===== src/rtl/ring_wrap_pkg.sv =====
package ring_wrap_pkg;

    typedef enum logic [1:0] {
        MODE_PASS    = 2'b00,
        MODE_WRAP_DN = 2'b01,
        MODE_WRAP_UP = 2'b10,
        MODE_ISOLATE = 2'b11
    } wrap_mode_e;

    typedef enum logic [1:0] {
        SRC_IDLE = 2'd0,
        SRC_A    = 2'd1,
        SRC_B    = 2'd2
    } src_e;

    typedef struct packed {
        src_e a_src;
        src_e b_src;
    } steer_t;

    localparam int SIDE_DN = 0;
    localparam int SIDE_UP = 1;
    localparam int N_SIDES = 2;

    function automatic wrap_mode_e mode_of(input logic [N_SIDES-1:0] wrapped);
        return wrap_mode_e'(wrapped);
    endfunction

    function automatic steer_t steer_of(input wrap_mode_e mode);
        steer_t s;
        unique case (mode)
            MODE_PASS:    begin s.a_src = SRC_A;    s.b_src = SRC_B;    end
            MODE_WRAP_DN: begin s.a_src = SRC_IDLE; s.b_src = SRC_A;    end
            MODE_WRAP_UP: begin s.a_src = SRC_B;    s.b_src = SRC_IDLE; end
            default:      begin s.a_src = SRC_IDLE; s.b_src = SRC_IDLE; end
        endcase
        return s;
    endfunction

endpackage


===== src/rtl/ring_wrap_side.sv =====
module ring_wrap_side #(
    parameter int HOLD = 16
) (
    input  logic clk,
    input  logic rst,
    input  logic link_ok,
    output logic wrapped
);
    localparam int CNT_W = (HOLD > 1) ? $clog2(HOLD) : 1;
    localparam logic [CNT_W-1:0] LAST = CNT_W'(HOLD - 1);

    logic [CNT_W-1:0] good_cnt;

    always_ff @(posedge clk) begin
        if (rst) begin
            wrapped  <= 1'b1;
            good_cnt <= '0;
        end else if (!link_ok) begin
            wrapped  <= 1'b1;
            good_cnt <= '0;
        end else if (wrapped) begin
            if (good_cnt == LAST) begin
                wrapped  <= 1'b0;
                good_cnt <= '0;
            end else begin
                good_cnt <= good_cnt + 1'b1;
            end
        end
    end
endmodule


===== src/rtl/ring_wrap_xbar.sv =====
module ring_wrap_xbar
    import ring_wrap_pkg::*;
#(
    parameter int DATA_W = 32
) (
    input  logic              clk,
    input  logic              rst,
    input  wrap_mode_e        mode,
    input  logic              a_vld,
    input  logic [DATA_W-1:0] a_dat,
    input  logic              b_vld,
    input  logic [DATA_W-1:0] b_dat,
    output logic              a_o_vld,
    output logic [DATA_W-1:0] a_o_dat,
    output logic              b_o_vld,
    output logic [DATA_W-1:0] b_o_dat
);
    steer_t steer;
    logic              a_n_vld, b_n_vld;
    logic [DATA_W-1:0] a_n_dat, b_n_dat;

    always_comb begin
        steer = steer_of(mode);
        unique case (steer.a_src)
            SRC_A:   begin a_n_vld = a_vld; a_n_dat = a_dat; end
            SRC_B:   begin a_n_vld = b_vld; a_n_dat = b_dat; end
            default: begin a_n_vld = 1'b0;  a_n_dat = '0;    end
        endcase
        unique case (steer.b_src)
            SRC_A:   begin b_n_vld = a_vld; b_n_dat = a_dat; end
            SRC_B:   begin b_n_vld = b_vld; b_n_dat = b_dat; end
            default: begin b_n_vld = 1'b0;  b_n_dat = '0;    end
        endcase
    end

    always_ff @(posedge clk) begin
        if (rst) begin
            a_o_vld <= 1'b0;
            a_o_dat <= '0;
            b_o_vld <= 1'b0;
            b_o_dat <= '0;
        end else begin
            a_o_vld <= a_n_vld;
            a_o_dat <= a_n_dat;
            b_o_vld <= b_n_vld;
            b_o_dat <= b_n_dat;
        end
    end
endmodule


===== src/rtl/ring_wrap_ctrl.sv =====
module ring_wrap_ctrl
    import ring_wrap_pkg::*;
#(
    parameter int DATA_W = 32,
    parameter int HOLD   = 16
) (
    input  logic              clk,
    input  logic              rst,
    input  logic              dn_link_ok,
    input  logic              up_link_ok,
    input  logic              a_in_vld,
    input  logic [DATA_W-1:0] a_in_dat,
    input  logic              b_in_vld,
    input  logic [DATA_W-1:0] b_in_dat,
    output logic              a_out_vld,
    output logic [DATA_W-1:0] a_out_dat,
    output logic              b_out_vld,
    output logic [DATA_W-1:0] b_out_dat,
    output logic [1:0]        wrap_status
);
    logic [N_SIDES-1:0] link_ok;
    logic [N_SIDES-1:0] side_wrapped;

    assign link_ok[SIDE_DN] = dn_link_ok;
    assign link_ok[SIDE_UP] = up_link_ok;

    for (genvar s = 0; s < N_SIDES; s++) begin : g_side
        ring_wrap_side #(.HOLD(HOLD)) u_side (
            .clk     (clk),
            .rst     (rst),
            .link_ok (link_ok[s]),
            .wrapped (side_wrapped[s])
        );
    end

    wrap_mode_e mode;
    assign mode        = mode_of(side_wrapped);
    assign wrap_status = side_wrapped;

    ring_wrap_xbar #(.DATA_W(DATA_W)) u_xbar (
        .clk     (clk),
        .rst     (rst),
        .mode    (mode),
        .a_vld   (a_in_vld),
        .a_dat   (a_in_dat),
        .b_vld   (b_in_vld),
        .b_dat   (b_in_dat),
        .a_o_vld (a_out_vld),
        .a_o_dat (a_out_dat),
        .b_o_vld (b_out_vld),
        .b_o_dat (b_out_dat)
    );
endmodule


===== config.mk =====
export PLATFORM = sky130hd
export DESIGN_NAME = ring_wrap_ctrl
export DESIGN_NICKNAME = d
export VERILOG_FILES = /design/src/rtl/ring_wrap_pkg.sv /design/src/rtl/ring_wrap_side.sv /design/src/rtl/ring_wrap_xbar.sv /design/src/rtl/ring_wrap_ctrl.sv
export SDC_FILE = /design/constraint.sdc
export NUM_CORES = 1
export LEC_CHECK = 0
export ABC_CLOCK_PERIOD_IN_PS = 1300
export BUFFER_PORTS_ARGS = -buffer_cell sky130_fd_sc_hd__buf_4
export CORE_MARGIN = 1.5
export CORE_UTILIZATION = 40
export CTS_CLUSTER_DIAMETER = 40
export DETAILED_ROUTE_END_ITERATION = 10
export GPL_ROUTABILITY_DRIVEN = 0
export PLACE_DENSITY_LB_ADDON = 0.05
export REMOVE_ABC_BUFFERS = 1
export SETUP_SLACK_MARGIN = 0.5
export SYNTH_ARGS = -nofsm -noshare
export SYNTH_HDL_FRONTEND = slang
export SYNTH_SLANG_ARGS = --single-unit

===== constraint.sdc =====
create_clock -name clk -period 1.3 [get_ports clk]
set_input_delay 0.195 -clock clk [delete_from_list [all_inputs] [get_ports clk]]
set_output_delay 0.195 -clock clk [all_outputs]
set_load 0.02 [all_outputs]

==> impl_metrics.env <==
export IMPL_rsz0062_at_grt="yes"
export IMPL_cts_max_level=3
export IMPL_row_count=30
export IMPL_finalSetupViolCount=0
export IMPL_syn_area_um2=2800
export IMPL_grt_max_degree=31
export IMPL_hold_violations=0
export IMPL_post_dp_hpwl_um=4770
export IMPL_dieHeight_um=86.7
export IMPL_end_kind="output port"
export IMPL_die_area_um2=7510
export IMPL_slowest_stage="dfxtp_4"
export IMPL_crit_reg2reg_capture="g_side[0].u_side.good_cnt[2]"
export IMPL_wire_per_inst_um=15.9
export IMPL_hold_path_class="in2reg"
export IMPL_worstSetupPathType="reg2out"
export IMPL_clkTransAtPathRegs_ns=0.08
export IMPL_powerDensity_nw_per_um2=934
export IMPL_vias=2464
export IMPL_hp_start="a_in_dat[14]"
export IMPL_critical_path_top_delay_family="flip-flops"
export IMPL_arrival_ns=0.95
export IMPL_slew_headroom_pct=82.0
export IMPL_clock_sinks=76
export IMPL_netlist_instances=265
export IMPL_postSynthAreaPerCell_um2=10.6
export IMPL_r2r_setup_slack_ns=0.16
export IMPL_yosysSeqAreaShare_pct=54.3
export IMPL_synth_seq_cells=76
export IMPL_grt_usage_pct=19.6
export IMPL_fin_crit_sh_pct=88.0
export IMPL_die_x_um=86.7
export IMPL_diodes=0
export IMPL_crit_required_ns=1.11
export IMPL_report_final_slew_viol_count=0
export IMPL_grt_antenna_before_repair=0
export IMPL_drc=0
export IMPL_fmax_mhz=874
export IMPL_tightest_slew_ns=0.269
export IMPL_utilization_pct=74.2
export IMPL_cts_buffers=9
export IMPL_min_period_ns=1.14
export IMPL_startpoint_type="flip-flop"
export IMPL_drt_iter0_drc=91
export IMPL_finalSetupTns_ns=0
export IMPL_regToRegStartpoint="g_side[0].u_side.wrapped"
export IMPL_ioPinCount=138
export IMPL_yosys_warnings=0
export IMPL_reg2reg_depth=6
export IMPL_cp_cell_sequence="buf_12, buf_8"
export IMPL_initial_core_util_pct=41.2
export IMPL_cp_buffers_inverters=2
export IMPL_leakagePower_uw=0.00261
export IMPL_slowest_delay_ns=0.37
export IMPL_areaGrowthSynthToFinish_pct=80.1
export IMPL_holdBufCountCts=0
export IMPL_clk_path_buf_depth=2
export IMPL_synth_cell_types=22
export IMPL_routed_via_density=4.71
export IMPL_layout_drive_gt1_share_pct=68.6
export IMPL_drtPass1Iterations=4
export IMPL_cts_tree="done"
export IMPL_path_max_fanout=3
export IMPL_fin_skew_ns=0.00857
export IMPL_overflow=0
export IMPL_portBuffers=137
export IMPL_core_area_um2=6790
export IMPL_ir_drop_v=0.000635
export IMPL_outcome="finished, final reports clean"
export IMPL_grt_pass1_vias=2371
export IMPL_cap_violations=0
export IMPL_min_to="u_xbar.a_o_dat[14]"
export IMPL_wl_um=8340
export IMPL_drtAntennaViolNets=0
export IMPL_grt_first_pass_wirelength_um=11200
export IMPL_clk_latency_ns=0.33
export IMPL_final_nets=494
export IMPL_root_buffer="clkbuf_8"
export IMPL_hold_depth=3
-- tightest hold or removal path, delay by kind of cell --
family	cells	cell delay, ns
buffers and inverters	1	0.08
AND/OR/NAND/NOR	1	0.07
multiplexers	1	0.05
-- area by class of cell --
class / instances / area, um2
repair buffers: 165 / 1760
well taps: 96 / 120
clock inverters: 3 / 67.6
clock buffers: 13 / 169
flip-flops and latches: 76 / 1620
fillers: 502 / 1750
multi-input cells: 170 / 1310
-- power breakdown --
part           leakage, uW  switching (uW)  total, uW  internal (uW)
combinational      0.00184             116        312            196
sequential        0.000648            7.86       2330           2330
clock             0.000116             824       2060           1240
total              0.00261             947       4710           3760
-- cell usage in the layout (no fill, tap or decap), drive strengths merged, types with 2 or more instances in the layout --
| cell type | n |
|---|---|
| nand2b | 3 |
| or2 | 2 |
| buf | 161 |
| mux2i | 68 |
| nand3b | 2 |
| nand2 | 6 |
| nand3 | 3 |
| xor2 | 2 |
| ha | 2 |
| a21oi | 4 |
| clkbuf | 17 |
| bufinv | 2 |
| dfxtp | 76 |
| nor2 | 71 |
-- worst max path at each step --
stage | start | endpoint | slack, ns | cells past startpoint
4_1_cts | g_side[1].u_side.wrapped | wrap_status[1] | 0.16 | 2
2_1_floorplan | g_side[1].u_side.wrapped | u_xbar.b_o_dat[0] | -1.22 | 2
3_3_place_gp | g_side[0].u_side.wrapped | u_xbar.a_o_dat[9] | 0.25 | 3
5_1_grt | g_side[0].u_side.wrapped | u_xbar.a_o_dat[26] | 0.11 | 4
6_report | g_side[1].u_side.wrapped | wrap_status[1] | 0.16 | 2
3_5_place_dp | g_side[0].u_side.wrapped | u_xbar.a_o_dat[11] | 0.28 | 3
-- cells by family after synthesis --
kind of cell	count (synthesis)	share of synthesized area, %
multiplexers	68	24.3
AND/OR/NAND/NOR	90	13.1
AO/OA/AOI/OAI	8	1.74
buffers and inverters	19	4.96
XOR/XNOR	2	0.626
adder cells (fa/ha/maj)	2	0.894
flip-flops	76	54.3
-- stage by stage --
step / setup WS [ns] / instances / hold WS, ns / area (um2) / power [uW]
floorplan: -1.22 / 246 / 0.297 / 2660 / 2470
global placement: 0.252 / 486 / 0.426 / 3920 / 2670
detailed placement: 0.276 / 486 / 0.438 / 3920 / 2670
CTS: 0.159 / 514 / 0.0898 / 4710 / 4740
global route: 0.108 / 523 / 0.0935 / 5040 / 4900
finish: 0.156 / 523 / 0.0992 / 5040 / 4710
-- layer usage --
| metal | wire, um | track usage, % |
|---|---|---|
| met1 | 3480 | 23.4 |
| met2 | 4170 | 33.9 |
| met3 | 528 | 5.43 |
| met4 | 157 | 6.74 |
| met5 | 0 | 0 |
-- state kept, by name, summed over array words and instances (netlist names) --
register	flops
u_xbar.b_o_vld	1
u_xbar.b_o_dat	32
g_side.u_side.wrapped	2
g_side.u_side.good_cnt	8
u_xbar.a_o_vld	1
u_xbar.a_o_dat	32
-- synthesized netlist by cell type (all sizes together) --
library cell   n  area, um2
dfxtp         76       1520
nand3b         2       15.0
mux2i         68        681
nor3           1       5.00
clkbuf         1       3.75
nand3          3       15.0
o31ai          1       7.51
nor2b          1       6.26
nand2          6       22.5
or3            1       6.26
nor2          71        267
buf           18        135
o21ai          1       5.00
a21o           1       7.51
a21oi          4       20.0
a41oi          1       8.76
nand2b         3       18.8
or2            2       12.5
ha             2       25.0
xor2           2       17.5
-- repair_timing --
item | CTS | global route
setup buffers | 9 | 3
resized for setup | 153 | 56
pin swaps | 0 | 8
cloned | 3 | 6
endpoints found under the setup margin | 144 | 144
No activity file was read; power rests on OpenSTA's default activity.
